===== config.mk =====
export PLATFORM = sky130hd
export DESIGN_NAME = rx_ring_writer
export DESIGN_NICKNAME = d
export VERILOG_FILES = /design/src/rtl/rxr_pkg.sv /design/src/rtl/rxr_room_check.sv /design/src/rtl/rxr_next_page.sv /design/src/rtl/rxr_addr_step.sv /design/src/rtl/rx_ring_writer.sv
export SDC_FILE = /design/constraint.sdc
export NUM_CORES = 1
export LEC_CHECK = 0
export ABC_AREA = 1
export CAP_MARGIN = 20
export CORE_MARGIN = 2
export CORE_UTILIZATION = 35
export CTS_CLUSTER_SIZE = 14
export DETAILED_ROUTE_END_ITERATION = 12
export SETUP_SLACK_MARGIN = 0.05
export SYNTH_ARGS = -nofsm -noshare
export SYNTH_HDL_FRONTEND = slang
export SYNTH_HIERARCHICAL = 1
export SYNTH_SLANG_ARGS = --single-unit

===== constraint.sdc =====
create_clock -name clk -period 6.3 [get_ports clk]
set_input_delay 0.63 -clock clk [delete_from_list [all_inputs] [get_ports clk]]
set_output_delay 0.63 -clock clk [all_outputs]
set_load 0.03 [all_outputs]

===== src/rtl/rxr_pkg.sv =====
package rxr_pkg;
   typedef enum logic [1:0] {
      RX_IDLE = 2'd0,
      RX_DATA = 2'd1,
      RX_DROP = 2'd2,
      RX_HDR  = 2'd3
   } rx_st_e;

   localparam int HDR_BYTES = 4;
   localparam int CRC_BYTES = 4;
   localparam logic [7:0] ST_OK_BIT = 8'h01;
   localparam logic [7:0] ST_GRP_BIT = 8'h20;
endpackage


===== src/rtl/rxr_room_check.sv =====
module rxr_room_check #(
   parameter int PG_W      = 8,
   parameter int OFF_W     = 8,
   parameter int MAX_FRAME = 1514
) (
   input  logic [PG_W-1:0] start_pg,
   input  logic [PG_W-1:0] stop_pg,
   input  logic [PG_W-1:0] cur_pg,
   input  logic [PG_W-1:0] bnd_pg,
   output logic            room_ok
);
   localparam int BW = PG_W + OFF_W + 2;
   localparam logic [BW-1:0] NEED = BW'(MAX_FRAME + rxr_pkg::CRC_BYTES);

   logic [PG_W:0] ring_pg;
   logic [PG_W:0] used_pg;
   logic [PG_W:0] free_pg;
   logic [BW-1:0] free_b;

   always_comb begin
      ring_pg = {1'b0, stop_pg} - {1'b0, start_pg};
      used_pg = {1'b0, cur_pg} - {1'b0, bnd_pg};
      free_pg = '0;
      room_ok = 1'b0;
      if (stop_pg > start_pg) begin
         if (cur_pg < bnd_pg) begin
            free_pg = {1'b0, bnd_pg} - {1'b0, cur_pg};
            room_ok = 1'b1;
         end else if (used_pg <= ring_pg) begin
            free_pg = ring_pg - used_pg;
            room_ok = 1'b1;
         end
      end
      free_b = BW'(free_pg) << OFF_W;
      if (free_b < NEED) room_ok = 1'b0;
   end
endmodule


===== src/rtl/rxr_next_page.sv =====
module rxr_next_page #(
   parameter int PG_W  = 8,
   parameter int OFF_W = 8,
   parameter int LEN_W = 16
) (
   input  logic [PG_W-1:0]  cur_pg,
   input  logic [PG_W-1:0]  start_pg,
   input  logic [PG_W-1:0]  stop_pg,
   input  logic [LEN_W-1:0] frame_len,
   output logic [PG_W-1:0]  next_pg
);
   localparam int SW = ((LEN_W > PG_W) ? LEN_W : PG_W) + 2;
   localparam logic [SW-1:0] PAD =
      SW'(rxr_pkg::HDR_BYTES + rxr_pkg::CRC_BYTES + (1 << OFF_W) - 1);

   logic [SW-1:0] span;
   logic [SW-1:0] sum;

   always_comb begin
      span = (SW'(frame_len) + PAD) >> OFF_W;
      sum  = SW'(cur_pg) + span;
      if (sum >= SW'(stop_pg))
         sum = sum - (SW'(stop_pg) - SW'(start_pg));
      next_pg = sum[PG_W-1:0];
   end
endmodule


===== src/rtl/rxr_addr_step.sv =====
module rxr_addr_step #(
   parameter int PG_W  = 8,
   parameter int OFF_W = 8
) (
   input  logic [PG_W+OFF_W-1:0] addr,
   input  logic [PG_W-1:0]       start_pg,
   input  logic [PG_W-1:0]       stop_pg,
   output logic [PG_W+OFF_W-1:0] addr_nxt
);
   localparam int AW = PG_W + OFF_W;
   logic [AW-1:0] inc;

   always_comb begin
      inc = addr + AW'(1);
      if (inc == {stop_pg, {OFF_W{1'b0}}})
         addr_nxt = {start_pg, {OFF_W{1'b0}}};
      else
         addr_nxt = inc;
   end
endmodule


===== src/rtl/rx_ring_writer.sv =====
module rx_ring_writer #(
   parameter int PG_W      = 8,
   parameter int OFF_W     = 8,
   parameter int ADDR_W    = 16,
   parameter int LEN_W     = 16,
   parameter int MAX_FRAME = 1514
) (
   input  logic              clk,
   input  logic              rst_n,
   input  logic [PG_W-1:0]   ring_start,
   input  logic [PG_W-1:0]   ring_stop,
   input  logic [PG_W-1:0]   bnd_page,
   input  logic              rx_halt,
   input  logic              cur_load,
   input  logic [PG_W-1:0]   cur_load_pg,
   input  logic              flag_clr,
   input  logic              in_valid,
   input  logic [7:0]        in_data,
   input  logic              in_sof,
   input  logic              in_eof,
   output logic              in_ready,
   output logic              in_drop,
   output logic              mem_we,
   output logic [ADDR_W-1:0] mem_addr,
   output logic [7:0]        mem_wdata,
   output logic [PG_W-1:0]   cur_page,
   output logic              rx_flag
);
   import rxr_pkg::*;

   localparam int HIDX_W = $clog2(HDR_BYTES);

   if (ADDR_W != PG_W + OFF_W) begin : g_bad_addr
      $error("ADDR_W must equal PG_W + OFF_W");
   end
   if (OFF_W < HIDX_W + 1) begin : g_bad_off
      $error("page offset too narrow for the header");
   end
   if ((1 << LEN_W) <= MAX_FRAME + HDR_BYTES) begin : g_bad_len
      $error("LEN_W too narrow for MAX_FRAME");
   end

   rx_st_e              st;
   logic [ADDR_W-1:0]   wr_addr;
   logic [ADDR_W-1:0]   addr_now;
   logic [ADDR_W-1:0]   addr_nxt;
   logic [LEN_W-1:0]    len_q;
   logic [LEN_W-1:0]    tot_len;
   logic                grp_q;
   logic [HIDX_W-1:0]   hidx;
   logic [PG_W-1:0]     cur_q;
   logic [PG_W-1:0]     next_pg;
   logic                flag_q;
   logic                room_ok;
   logic                beat;
   logic                st_idle;
   logic                take_sof;
   logic                accept_sof;
   logic                refuse_sof;
   logic                data_wr;
   logic                hdr_last;
   logic [7:0]          hdr_byte [HDR_BYTES];
   logic [7:0]          hdr_sel;

   rxr_room_check #(.PG_W(PG_W), .OFF_W(OFF_W), .MAX_FRAME(MAX_FRAME)) u_room (
      .start_pg (ring_start),
      .stop_pg  (ring_stop),
      .cur_pg   (cur_q),
      .bnd_pg   (bnd_page),
      .room_ok  (room_ok)
   );

   rxr_next_page #(.PG_W(PG_W), .OFF_W(OFF_W), .LEN_W(LEN_W)) u_next (
      .cur_pg    (cur_q),
      .start_pg  (ring_start),
      .stop_pg   (ring_stop),
      .frame_len (len_q),
      .next_pg   (next_pg)
   );

   rxr_addr_step #(.PG_W(PG_W), .OFF_W(OFF_W)) u_step (
      .addr     (addr_now),
      .start_pg (ring_start),
      .stop_pg  (ring_stop),
      .addr_nxt (addr_nxt)
   );

   assign st_idle    = (st == RX_IDLE);
   assign in_ready   = (st != RX_HDR);
   assign beat       = in_valid & in_ready;
   assign take_sof   = st_idle & beat & in_sof;
   assign accept_sof = take_sof & ~rx_halt & room_ok;
   assign refuse_sof = take_sof & ~accept_sof;
   assign data_wr    = accept_sof | ((st == RX_DATA) & beat);
   assign hdr_last   = (st == RX_HDR) && (hidx == HIDX_W'(HDR_BYTES - 1));
   assign in_drop    = refuse_sof | ((st == RX_DROP) & in_valid);
   assign addr_now   = st_idle ? {cur_q, OFF_W'(HDR_BYTES)} : wr_addr;
   assign tot_len    = len_q + LEN_W'(HDR_BYTES);

   assign hdr_byte[0] = ST_OK_BIT | (grp_q ? ST_GRP_BIT : 8'h00);
   assign hdr_byte[1] = 8'(next_pg);
   for (genvar g = 2; g < HDR_BYTES; g++) begin : g_len_byte
      assign hdr_byte[g] = 8'(tot_len >> (8 * (g - 2)));
   end
   assign hdr_sel = hdr_byte[hidx];

   always_comb begin
      mem_we    = data_wr | (st == RX_HDR);
      mem_addr  = addr_now;
      mem_wdata = in_data;
      if (st == RX_HDR) begin
         mem_addr  = {cur_q, OFF_W'(hidx)};
         mem_wdata = hdr_sel;
      end
   end

   always_ff @(posedge clk) begin
      if (!rst_n) begin
         st      <= RX_IDLE;
         wr_addr <= '0;
         len_q   <= '0;
         grp_q   <= 1'b0;
         hidx    <= '0;
         cur_q   <= '0;
      end else begin
         case (st)
            RX_IDLE: begin
               if (cur_load) cur_q <= cur_load_pg;
               hidx <= '0;
               if (accept_sof) begin
                  len_q   <= LEN_W'(1);
                  grp_q   <= in_data[0];
                  wr_addr <= addr_nxt;
                  st      <= in_eof ? RX_HDR : RX_DATA;
               end else if (refuse_sof && !in_eof) begin
                  st <= RX_DROP;
               end
            end
            RX_DATA: begin
               if (beat) begin
                  len_q   <= len_q + LEN_W'(1);
                  wr_addr <= addr_nxt;
                  if (in_eof) st <= RX_HDR;
               end
            end
            RX_DROP: begin
               if (beat && in_eof) st <= RX_IDLE;
            end
            RX_HDR: begin
               hidx <= hidx + HIDX_W'(1);
               if (hdr_last) begin
                  cur_q <= next_pg;
                  st    <= RX_IDLE;
               end
            end
            default: st <= RX_IDLE;
         endcase
      end
   end

   always_ff @(posedge clk) begin
      if (!rst_n)        flag_q <= 1'b0;
      else if (hdr_last) flag_q <= 1'b1;
      else if (flag_clr) flag_q <= 1'b0;
   end

   assign cur_page = cur_q;
   assign rx_flag  = flag_q;
endmodule


==> flow_summary.json <==
{
  "fin_nets": 1369,
  "yosysSeqAreaShare": 0.133,
  "netlist_instances": 1170,
  "routedWlPerCell_um": 13.9,
  "drtPass1Iterations": 5,
  "clk_pin_slew_ns": 0.07,
  "fin_crit_sh": 0.914,
  "grt.total_usage": 0.202,
  "crit_path_frequent_cell": "nand2_1",
  "synth_compound_area_frac": 0.125,
  "p_leak_uw": 0.00393,
  "synth_edf_count": 0,
  "cp-end-kind": "primary output",
  "seq_area_sq_um": 921,
  "drtIter0Drc": 402,
  "synth_top_family_by_area": "simple AND/OR/NAND/NOR gates",
  "async_flop_share": 0,
  "grt_overflow_total": 0,
  "dp.cells": 1500,
  "power.switching_uw": 1720,
  "die_area_sq_um": 21000,
  "cellPowerDensity_nw_per_um2": 378,
  "critPathKind": "flip-flop to primary output",
  "synth_nets": 1296,
  "worst_slew_pin_slew_ns": 0.779,
  "cts_buffers": 5,
  "grt_max_degree": 41,
  "synth_flop_cell": "dfxtp_1",
  "critPathTopFamily": "simple AND/OR/NAND/NOR gates",
  "clockBufferDepth": 2,
  "cts_tree": "built",
  "root_buffer": "clkbuf_16",
  "drc_errors": 0,
  "synthTopCellsByCount": "nand2_1, inv_1, nor2_1",
  "die_w_um": 145,
  "switching_share": 0.555,
  "start_util": 0.357,
  "seq_power_share": 0.148,
  "clk_latency_ns": 0.29,
  "yosys.area.top_type": "nand2_1",
  "routed_wirelength_um": 21000,
  "ys_seq_elements": 46,
  "fmax_ghz": 0.174,
  "grt_pass1_vias": 6862,
  "antenna_found_initial": 0,
  "slowest_stage": "clkdlybuf4s50_1",
  "fin_area_sq_um": 8210,
  "cp.arrival_ns": 5.13,
  "port_buffers": 83,
  "place_area_sq_um": 8030,
  "yosysWarnings": 6,
  "grt_first_pass_wirelength_um": 33900,
  "hp-class": "flip-flop to flip-flop",
  "syn_to_final_growth_pct": 18.2,
  "die_h_um": 145,
  "cp_num_buf_inv": 3,
  "synth_mux_area_frac": 0,
  "final.fill_count": 2148,
  "p_clk_frac": 0.090,
  "fin_ws_ns": 0.544,
  "grt_setup_unrepaired": "no",
  "ys_types": 46,
  "maxCapViolCount": 0,
  "multi_input_area_sq_um": 5230,
  "gp_congestion": 0.924,
  "drive_gt1_frac": 0.0667,
  "rows": 51,
  "status": "complete, no violations",
  "worstPathRequired_ns": 5.67,
  "finalSetupViolCount": 0,
  "synthTopCellsByArea": "nand2_1, dfxtp_1, ha_1, inv_1, nor2_1",
  "finalSetupTns_ns": 0,
  "synth.avg_cell_area_sq_um": 5.94,
  "htree_levels": 2,
  "drv_slew": 0,
  "cp_slowest_stage_delay_ns": 0.60,
  "worstPathMaxFanout": 9,
  "synth.most_common_cell": "nand2_1",
  "netlist.area_leader.share": 0.177,
  "startpoint_type": "flip-flop",
  "syn-cell-area_sq_um": 6950,
  "core-area_sq_um": 19500,
  "skew_ns": 0.00610,
  "synth_fa_ha_area_frac": 0.153,
  "n_antenna_cell": 0,
  "ioPinCount": 84,
  "slew_headroom": 0.481,
  "synthSimpleGateAreaFrac": 0.430,
  "synth-xor-area-share": 0.0429,
  "layout_min_cycle_time_ns": 5.76,
  "hold_viol": 0,
  "layout.cells.non_filler": 1509,
  "dpl.hpwl_um": 17000,
  "power.internal_uw": 1380,
  "avgViaCountPerCell": 4.90,
  "ant_nets": 0,
  "num_vias": 7391,
  "clock_sinks": 46,
  "ir_drop_mv": 0.124,
  "place_ws_ns": 0.597,
  "combPwrFrac": 0.762
}
==> path summary, 6_finish.rpt <==
check / startpoint / endpoint / slack [ns] / cells after the start
min: wr_addr[11] / wr_addr[11] / 0.45 / 2
max reg2reg: cur_page[0] / len_q[5] / 1.39 / 24
max: len_q[4] / mem_wdata[0] / 0.54 / 27
min reg2reg: wr_addr[11] / wr_addr[11] / 0.45 / 2
==> metal layers <==
metal	track usage	vias to the layer above	part of all wire	routed length (um)
met1	0.266	3332	0.46	9620
met2	0.351	156	0.48	10100
met3	0.0244	29	0.039	820
met5	0	-	0	0
met4	0.0506	0	0.023	490
li1	-	3874	-	-
==> per-stage QoR <==
step                      power [uW]  hold slack [ns]   util
after floorplan                 2190            0.424      -
after CTS                       3120            0.452  0.420
final                           3100            0.446  0.422
after global routing            3450            0.477  0.422
after detailed placement        2820            0.441  0.412
after global placement          2820            0.435  0.412
==> sequential cells by signal, summed over array words and instances, names as in the netlist <==
name and count:
grp_q 1, cur_page 8, rx_flag 1, hidx 2
st 2, wr_addr 16, len_q 16
==> timing repair <==
item,CTS,global route
hold buffers,0,0
setup endpoints to repair,0,3
gates resized for setup,0,4
setup buffers,0,0
==> cell families (layout without fill, tap and decap cells) <==
group | count (synthesis) | in the layout
flip-flops | 46 | 46
AND/OR/NAND/NOR | 648 | 648
buffers and inverters | 206 | 280
adder cells (fa/ha/maj) | 78 | 78
AO/OA/AOI/OAI | 158 | 158
XOR/XNOR | 34 | 34
==> power by group through the flow <==
stage | logic [uW] | registers, uW | clock network [uW]
5_1_grt | 2680 | 472 | 299
3_5_place_dp | 2350 | 467 | 0
4_1_cts | 2370 | 461 | 289
2_1_floorplan | 1730 | 454 | 0
3_3_place_gp | 2350 | 467 | 0
6_report | 2370 | 459 | 279
==> worst register-to-register path: cells and delay by family (launching register included) <==
| kind | cells | cell delay [ns] |
|---|---|---|
| AO/OA/AOI/OAI | 5 | 1.24 |
| buffers and inverters | 3 | 0.24 |
| adder cells (fa/ha/maj) | 3 | 0.96 |
| flip-flops | 1 | 0.62 |
| XOR/XNOR | 1 | 0.16 |
| AND/OR/NAND/NOR | 12 | 1.59 |
==> cell type report <==
type,count,area share
multi-input cells,918,0.637
flip-flops and latches,46,0.112
repair buffers,89,0.109
inverters,183,0.0837
well taps,265,0.0404
clock buffers,6,0.0169
clock inverters,2,0.00152
==> placed cells by master (no fill, tap or decap), types with 2 or more instances in the layout <==
master,instances
dlymetal6s2s_1,3
nor2_4,11
nand3_1,85
o211ai_1,3
buf_4,5
nor3_1,19
nand3_2,6
inv_2,4
inv_1,178
nor2_1,127
fa_1,12
a21oi_2,4
a21boi_1,2
nor2_8,3
nand2_1,327
nand3b_1,6
o22ai_1,2
o21ai_0,57
clkdlybuf4s50_1,80
ha_1,66
o21ai_1,3
nand2_2,18
xnor2_1,11
nand4_1,23
nor2_2,9
a21oi_1,70
nand3_4,3
clkbuf_16,5
o21bai_1,9
nand2_4,7
xor2_1,22
dfxtp_1,46
Note: power is estimated with default switching activity, not from simulation.
